**src/rtl/ttl_pkg.sv**
```systemverilog
package ttl_pkg;

  // Strobes and per-pixel facts passed from control to datapath
  typedef struct packed {
    logic       lineStart;   // reset the line fetch state
    logic       issueMap0;   // read character byte of map entry
    logic       issueMap1;   // read colour-pair byte of map entry
    logic       issueGlyph;  // read glyph row byte
    logic       captureIdx;  // character byte is on vramData
    logic       captureAttr; // colour-pair byte is on vramData
    logic       push;        // glyph byte is on vramData, store cell
    logic       pop;         // current pixel is the last of its cell
    logic       headValid;   // queue holds a cell
    logic       pixVisible;  // position inside the active area
    logic [2:0] pixPhase;    // pixel column inside its cell
  } ttl_strobe_t;

  // Tile-count mask for a 2-bit map size code
  function automatic logic [7:0] tile_mask(input logic [1:0] sel);
    case (sel)
      2'd0:    return 8'h1F;
      2'd1:    return 8'h3F;
      2'd2:    return 8'h7F;
      default: return 8'hFF;
    endcase
  endfunction

endpackage

```
**src/rtl/ttl_ctrl.sv**
```systemverilog
module ttl_ctrl
  import ttl_pkg::*;
#(
  parameter int H_TOTAL  = 800,
  parameter int H_VIS    = 640,
  parameter int V_VIS    = 480,
  parameter int POS_W    = 10,
  parameter int PREFETCH = 16,
  parameter int DEPTH    = 2
) (
  input  logic             clk,
  input  logic             rstN,
  input  logic             layerEn,
  input  logic [POS_W-1:0] pixX,
  input  logic [POS_W-1:0] pixY,
  input  logic [2:0]       fineX,
  output ttl_strobe_t      strobes
);

  localparam int CNT_W = $clog2(DEPTH + 1);
  localparam logic [POS_W-1:0] START_X = POS_W'(H_TOTAL - PREFETCH);

  typedef enum logic [2:0] {
    S_IDLE, S_MAP0, S_MAP1, S_GLYPH, S_WAIT
  } fetch_state_e;

  fetch_state_e state, stateNext;
  logic [CNT_W-1:0] count, countNext;
  logic lineStart, visible, pushNow, popNow, roomNext;
  logic [2:0] phase;

  always_comb begin
    lineStart = (pixX == START_X);
    visible   = (pixX < POS_W'(H_VIS)) && (pixY < POS_W'(V_VIS));
    phase     = pixX[2:0] + fineX;
    pushNow   = (state == S_WAIT);
    popNow    = layerEn && visible && (count != '0) && (phase == 3'd7);
    countNext = count + CNT_W'(pushNow) - CNT_W'(popNow);
    roomNext  = (countNext < CNT_W'(DEPTH));
    stateNext = state;
    case (state)
      S_IDLE,
      S_WAIT:  stateNext = (layerEn && roomNext) ? S_MAP0 : S_IDLE;
      S_MAP0:  stateNext = S_MAP1;
      S_MAP1:  stateNext = S_GLYPH;
      S_GLYPH: stateNext = S_WAIT;
      default: stateNext = S_IDLE;
    endcase
  end

  always_ff @(posedge clk) begin
    if (!rstN || lineStart) begin
      state <= S_IDLE;
      count <= '0;
    end else begin
      state <= stateNext;
      count <= countNext;
    end
  end

  always_comb begin
    strobes.lineStart   = lineStart;
    strobes.issueMap0   = (state == S_MAP0);
    strobes.issueMap1   = (state == S_MAP1);
    strobes.issueGlyph  = (state == S_GLYPH);
    strobes.captureIdx  = (state == S_MAP1);
    strobes.captureAttr = (state == S_GLYPH);
    strobes.push        = pushNow && !lineStart;
    strobes.pop         = popNow && !lineStart;
    strobes.headValid   = (count != '0);
    strobes.pixVisible  = visible;
    strobes.pixPhase    = phase;
  end

  // every visible pixel finds a fetched cell waiting
  a_r10_head_ready: assert property (@(posedge clk) disable iff (!rstN)
    (layerEn && visible) |-> (count != '0));

  // the queue is full when a visible line begins
  a_r10_full_at_line_start: assert property (@(posedge clk) disable iff (!rstN)
    (layerEn && pixX == '0 && pixY < POS_W'(V_VIS)) |-> (count == CNT_W'(DEPTH)));

endmodule

```
**src/rtl/ttl_dp.sv**
```systemverilog
module ttl_dp
  import ttl_pkg::*;
#(
  parameter int V_TOTAL  = 525,
  parameter int POS_W    = 10,
  parameter int ADDR_W   = 17,
  parameter int SCROLL_W = 12,
  parameter int DEPTH    = 2
) (
  input  logic                clk,
  input  logic                rstN,
  input  ttl_strobe_t         strobes,
  input  logic                layerEn,
  input  logic [1:0]          mapWidthSel,
  input  logic [1:0]          mapHeightSel,
  input  logic [ADDR_W-1:0]   mapBase,
  input  logic [ADDR_W-1:0]   fontBase,
  input  logic [SCROLL_W-1:0] hScroll,
  input  logic [SCROLL_W-1:0] vScroll,
  input  logic [POS_W-1:0]    pixY,
  input  logic [7:0]          vramData,
  output logic                vramRd,
  output logic [ADDR_W-1:0]   vramAddr,
  output logic [3:0]          pixColour
);

  localparam int PTR_W = (DEPTH > 1) ? $clog2(DEPTH) : 1;

  logic [POS_W-1:0]    nextY;
  logic [SCROLL_W-1:0] syNext;
  logic [7:0]          tileRow, tileCol, colMask, rowMask;
  logic [2:0]          fineRow;
  logic [7:0]          idxReg, attrReg;
  logic [ADDR_W-1:0]   mapOffset, mapAddr, glyphAddr;
  logic [PTR_W-1:0]    wrPtr, rdPtr;
  logic [15:0]         slot [DEPTH];
  logic [15:0]         head;
  logic                bitOn;
  logic [3:0]          colourNext;

  // Line set-up: scrolled row of the coming line and first column
  always_comb begin
    colMask = tile_mask(mapWidthSel);
    rowMask = tile_mask(mapHeightSel);
    nextY   = (pixY == POS_W'(V_TOTAL - 1)) ? '0 : pixY + 1'b1;
    syNext  = SCROLL_W'(nextY) + vScroll;
  end

  always_ff @(posedge clk) begin
    if (!rstN) begin
      tileRow <= '0;
      tileCol <= '0;
      fineRow <= '0;
    end else if (strobes.lineStart) begin
      tileRow <= 8'(syNext >> 3) & rowMask;
      fineRow <= syNext[2:0];
      tileCol <= 8'(hScroll >> 3) & colMask;
    end else if (strobes.issueGlyph) begin
      tileCol <= (tileCol + 8'd1) & colMask;
    end
  end

  // Address generation
  always_comb begin
    mapOffset = ((ADDR_W'(tileRow) << (5 + mapWidthSel)) | ADDR_W'(tileCol)) << 1;
    mapAddr   = mapBase + mapOffset;
    glyphAddr = fontBase + ADDR_W'({idxReg, fineRow});
    vramRd    = strobes.issueMap0 | strobes.issueMap1 | strobes.issueGlyph;
    if (strobes.issueMap0)       vramAddr = mapAddr;
    else if (strobes.issueMap1)  vramAddr = mapAddr + ADDR_W'(1);
    else if (strobes.issueGlyph) vramAddr = glyphAddr;
    else                         vramAddr = '0;
  end

  always_ff @(posedge clk) begin
    if (!rstN) begin
      idxReg  <= '0;
      attrReg <= '0;
    end else begin
      if (strobes.captureIdx)  idxReg  <= vramData;
      if (strobes.captureAttr) attrReg <= vramData;
    end
  end

  // Cell queue: {colour pair, glyph row}
  always_ff @(posedge clk) begin
    if (!rstN || strobes.lineStart) begin
      wrPtr <= '0;
      rdPtr <= '0;
    end else begin
      if (strobes.push)
        wrPtr <= (wrPtr == PTR_W'(DEPTH - 1)) ? '0 : wrPtr + 1'b1;
      if (strobes.pop)
        rdPtr <= (rdPtr == PTR_W'(DEPTH - 1)) ? '0 : rdPtr + 1'b1;
    end
  end

  for (genvar s = 0; s < DEPTH; s++) begin : g_slot
    always_ff @(posedge clk) begin
      if (strobes.push && wrPtr == PTR_W'(s))
        slot[s] <= {attrReg, vramData};
    end
  end

  // Pixel colour
  always_comb begin
    head       = slot[rdPtr];
    bitOn      = head[3'd7 - strobes.pixPhase];
    colourNext = 4'h0;
    if (layerEn && strobes.pixVisible && strobes.headValid)
      colourNext = bitOn ? head[11:8] : head[15:12];
  end

  always_ff @(posedge clk) begin
    if (!rstN) pixColour <= 4'h0;
    else       pixColour <= colourNext;
  end

  a_r2_disabled_dark: assert property (@(posedge clk) disable iff (!rstN)
    !layerEn |=> (pixColour == 4'h0));

  a_r3_blank_dark: assert property (@(posedge clk) disable iff (!rstN)
    !strobes.pixVisible |=> (pixColour == 4'h0));

  // colour-pair byte is read from the address after the character byte
  a_r5_attr_next_byte: assert property (@(posedge clk) disable iff (!rstN)
    strobes.issueMap1 |-> (vramAddr == $past(vramAddr) + ADDR_W'(1)));

endmodule

```
**src/rtl/tile_text_layer.sv**
```systemverilog
module tile_text_layer
  import ttl_pkg::*;
#(
  parameter int H_TOTAL  = 800,
  parameter int V_TOTAL  = 525,
  parameter int H_VIS    = 640,
  parameter int V_VIS    = 480,
  parameter int POS_W    = 10,
  parameter int ADDR_W   = 17,
  parameter int SCROLL_W = 12,
  parameter int PREFETCH = 16,
  parameter int DEPTH    = 2
) (
  input  logic                clk,
  input  logic                rstN,
  input  logic                layerEn,
  input  logic [1:0]          mapWidthSel,
  input  logic [1:0]          mapHeightSel,
  input  logic [ADDR_W-1:0]   mapBase,
  input  logic [ADDR_W-1:0]   fontBase,
  input  logic [SCROLL_W-1:0] hScroll,
  input  logic [SCROLL_W-1:0] vScroll,
  input  logic [POS_W-1:0]    pixX,
  input  logic [POS_W-1:0]    pixY,
  output logic                vramRd,
  output logic [ADDR_W-1:0]   vramAddr,
  input  logic [7:0]          vramData,
  output logic [3:0]          pixColour
);

  ttl_strobe_t strobes;

  ttl_ctrl #(
    .H_TOTAL(H_TOTAL), .H_VIS(H_VIS), .V_VIS(V_VIS),
    .POS_W(POS_W), .PREFETCH(PREFETCH), .DEPTH(DEPTH)
  ) u_ctrl (
    .clk(clk), .rstN(rstN), .layerEn(layerEn),
    .pixX(pixX), .pixY(pixY), .fineX(hScroll[2:0]),
    .strobes(strobes)
  );

  ttl_dp #(
    .V_TOTAL(V_TOTAL), .POS_W(POS_W), .ADDR_W(ADDR_W),
    .SCROLL_W(SCROLL_W), .DEPTH(DEPTH)
  ) u_dp (
    .clk(clk), .rstN(rstN), .strobes(strobes), .layerEn(layerEn),
    .mapWidthSel(mapWidthSel), .mapHeightSel(mapHeightSel),
    .mapBase(mapBase), .fontBase(fontBase),
    .hScroll(hScroll), .vScroll(vScroll), .pixY(pixY),
    .vramData(vramData), .vramRd(vramRd), .vramAddr(vramAddr),
    .pixColour(pixColour)
  );

endmodule

```
**config.mk**
```make
export PLATFORM = sky130hd
export DESIGN_NAME = tile_text_layer
export DESIGN_NICKNAME = d
export VERILOG_FILES = /design/src/rtl/ttl_pkg.sv /design/src/rtl/ttl_ctrl.sv /design/src/rtl/ttl_dp.sv /design/src/rtl/tile_text_layer.sv
export SDC_FILE = /design/constraint.sdc
export NUM_CORES = 1
export LEC_CHECK = 0
export BUFFER_PORTS_ARGS = -buffer_cell sky130_fd_sc_hd__buf_2
export CAP_MARGIN = 5
export CORE_ASPECT_RATIO = 1.1
export CORE_MARGIN = 3
export CORE_UTILIZATION = 50
export CTS_CLUSTER_DIAMETER = 50
export DETAILED_ROUTE_END_ITERATION = 10
export HOLD_SLACK_MARGIN = 0.02
export PLACE_DENSITY = 0.76
export SLEW_MARGIN = 20
export SYNTH_ARGS = -nofsm -noshare
export SYNTH_HDL_FRONTEND = slang
export SYNTH_SLANG_ARGS = --single-unit
```
**constraint.sdc**
```tcl
create_clock -name clk -period 3.8 [get_ports clk]
set_input_delay 0 -clock clk [delete_from_list [all_inputs] [get_ports clk]]
set_output_delay 0 -clock clk [all_outputs]
set_load 0.05 [all_outputs]
```
==> impl_metrics.yaml <==
outcome:
  result_of_the_run: "completed"
clock_network:
  cts_inserted_buffers: 9
  cts_max_level: 3
  clock_path_buffers: 2
  tritoncts_clock_tree: "built"
  clock-root-buffer: "sky130_fd_sc_hd__clkbuf_16"
  numClockSinks: 79
  clkSlewWorstSetupHoldPaths_ns: 0.06
  worst_skew_pair.late_latency_ns: 0.34
timing:
  final_worst_path_cycle_share: 0.963
  timing.clock.skew_ns: 0.00663
  timing_max_transition_violations_final: 0
  rsz0062_at_grt: "yes"
  worst_slew_margin_rel: 0.404
  hold_ws_ns: 0.0585
  tightest_slew_ns: 0.894
  fin_tns_setup_ns: 0
  achievable-frequency_mhz: 273
  setup_viol: 0
  shortest_clock_period_the_worst_path_allows_after_layout_ns: 3.66
  report.final.hold_viol_count: 0
  setup_slack_ns: 0.140
global_route:
  first_pass_grt_wire_length_um: 26800
  grt-ovfl-total: 0
  first_global_vias: 5612
  grt_antenna_before_repair: 0
  global_route.usage.total: 0.243
  grt_max_degree: 42
synthesis:
  synth_most_common_cell: "sky130_fd_sc_hd__nand2_1"
  synth.cell_area_um2: 6120
  yosys-top-cells-count: "sky130_fd_sc_hd__nand2_1 (101), sky130_fd_sc_hd__nor2_1 (54), sky130_fd_sc_hd__dfxtp_1 (47), sky130_fd_sc_hd__ha_1 (46), sky130_fd_sc_hd__a21oi_1 (35)"
  primary_ff_master_synth: "sky130_fd_sc_hd__dfxtp_1"
  postSynthRegisterBits: 79
  postSynth.asyncResetShare: 0
  post-synth-top-area-cell: "sky130_fd_sc_hd__edfxtp_1"
  synth.avg_cell_area_um2: 8.80
  number_of_instances_in_the_synthesized_netlist: 696
  ys_types: 75
  synth-edff-count: 32
  synth-seq-area-share: 0.311
  synth_top_cell_area_share: 0.157
  yosys-top-cells-area: "sky130_fd_sc_hd__edfxtp_1 (16%), sky130_fd_sc_hd__dfxtp_1 (15%), sky130_fd_sc_hd__ha_1 (9.4%)"
  synth_fp_nets: 839
  yosys_warnings: 0
placed_design:
  placed_cell_area_um2: 6910
  dpl.hpwl_um: 13000
  gp_routability_congestion: 0.933
  placedCellCount: 947
  port-buffer-count: 112
  place_ws_ns: 0.0344
critical_path:
  cp-start-kind: "flip-flop"
  critPathRequiredTime_ns: 3.80
  cp-end-kind: "output port"
  path_class: "flip-flop to output port"
  worst_path_max_delay_cell: "sky130_fd_sc_hd__dfxtp_4"
  crit_fanout: 4
  worstPathArrival_ns: 3.66
  cp_cell_sequence: "mux2_4 -> a22oi_2 -> o21bai_1 -> ha_1 -> buf_4 -> buf_4 -> a21oi_1 -> o221ai_2 -> nor3_4 -> a21o_1 -> o2111ai_2 -> xnor2_2 -> and4_4 -> o31ai_4 -> buf_6"
  dominant_cell_type_by_count_on_the_critical_path: "sky130_fd_sc_hd__buf_4"
  critical_path_s_largest_stage_delay_ns: 0.36
layout:
  num-nets-final: 973
  final-seq-area_um2: 1910
  fillerInstances: 968
  syn_to_final_growth_pct: 23.7
  post_layout_instance_area_um2: 7580
  antenna_cells_inserted: 0
  post_layout_nonfiller_instances: 985
  final_layout_size_suffix_gt1_frac: 0.244
  finalCoreUtilization: 0.648
  area_taken_by_multi_input_logic_gates_um2: 4190
run:
  drv_cap: 0
pwr:
  leakage_nw: 3.23
  power_density_nw_per_um2: 332
  p_total_mw: 2.52
  vdd.ir_drop.worst_mv: 0.484
drt:
  drt_drc_violations_left: 0
  drt_first_pass_iters: 5
  drt_via_density: 5.92
  first_iter_violations: 329
  drtAntennaViolNets: 0
  routed_via_count: 5836
  routed_wire_length_per_instance_um: 17.2
  routed_wl_um: 17000
die:
  rows: 41
  die_x_um: 112
  design.portCount: 115
  initial_core_util: 0.524
  die_h_um: 122
  core_region_area_um2: 11700
  fp.dieArea_um2: 13600
min_path:
  kind_of_path_behind_the_tightest_hold_check: "input pin to flip-flop"
-- cells in the final DEF (no fill, tap or decap), types with 10 or more instances in the layout --
cell and n:
sky130_fd_sc_hd__dlygate4sd3_1 18, sky130_fd_sc_hd__nor2b_1 11, sky130_fd_sc_hd__xor2_1 22, sky130_fd_sc_hd__nand2_1 101
sky130_fd_sc_hd__xnor2_1 29, sky130_fd_sc_hd__a21boi_0 22, sky130_fd_sc_hd__dfxtp_1 45, sky130_fd_sc_hd__ha_1 44
sky130_fd_sc_hd__inv_1 23, sky130_fd_sc_hd__mux2i_1 10, sky130_fd_sc_hd__edfxtp_1 32, sky130_fd_sc_hd__nand3_1 19
sky130_fd_sc_hd__nor2_1 54, sky130_fd_sc_hd__a21oi_1 35, sky130_fd_sc_hd__buf_4 19, sky130_fd_sc_hd__buf_2 109
sky130_fd_sc_hd__o21ai_0 29, sky130_fd_sc_hd__a21o_1 12
-- path summary, 6_finish.rpt --
check | slack, ns | cells past startpoint | to | start
min reg2reg | 0.46 | 0 | u_dp.slot[1][9] | u_dp.attrReg[1]
max reg2reg | 1.37 | 4 | u_dp.pixColour[0] | flip-flop
max | 0.14 | 15 | vramAddr[16] | u_dp.tileRow[0]
min | 0.06 | 3 | u_dp.tileCol[7] | hScroll[10]
-- cell type report --
class	instances	area share
Clock inverter	7	0.0114
Tap cell	150	0.0248
Multi-Input combinational cell	569	0.553
Sequential cell	79	0.252
Timing Repair Buffer	148	0.118
Inverter	23	0.0114
Clock buffer	9	0.0297
-- sequential cells by signal, summed over array words and instances (netlist names), named ones only --
register / count
u_dp.wrPtr: 1
u_dp.tileCol: 8
u_ctrl.state: 3
u_dp.rdPtr: 1
u_dp.slot: 32
u_dp.attrReg: 8
u_dp.tileRow: 8
u_ctrl.count: 2
u_dp.pixColour: 4
u_dp.idxReg: 8
u_dp.fineRow: 3
-- critical path: cells and delay by family (launching register included) --
kind / cells / cell delay (ns)
and+or+nand+nor: 2 / 0.43
adders and majority gates: 1 / 0.31
DFF: 1 / 0.36
buffers and inverters: 3 / 0.46
AOI/OAI and AO/OA: 7 / 1.29
muxes: 1 / 0.27
xor gates and xnor gates: 1 / 0.20
-- metal layers --
metal | track usage | vias up | share of wire
met3 | 0.0487 | 28 | 0.053
met5 | 0 | - | 0
met1 | 0.300 | 2754 | 0.43
met4 | 0.0814 | 0 | 0.024
li1 | - | 2837 | -
met2 | 0.428 | 217 | 0.50
-- logic make-up (layout without fill, tap and decap cells) --
logic type | count (synthesis) | count (layout) | synth area share
xor gates and xnor gates | 54 | 54 | 0.0772
muxes | 24 | 24 | 0.0586
DFF | 79 | 79 | 0.311
and+or+nand+nor | 256 | 256 | 0.200
AOI/OAI and AO/OA | 185 | 185 | 0.217
adders and majority gates | 50 | 50 | 0.107
buffers and inverters | 48 | 187 | 0.0298
-- where the power goes --
part	leakage, nW	total, mW	switching (mW)	internal (mW)
sequential	0.673	0.908	0.0174	0.891
combinational	2.40	0.721	0.437	0.285
clock	0.150	0.888	0.364	0.523
-- what timing repair did --
| action | CTS | global route |
|---|---|---|
| endpoints found under the hold margin | 39 | 0 |
| setup endpoints to repair | 2 | 6 |
| buffers inserted | 0 | 4 |
| pin swaps | 1 | 5 |
| resized for setup | 5 | 34 |
| hold buffers | 18 | 0 |
Note: power is estimated with default switching activity, not from simulation.
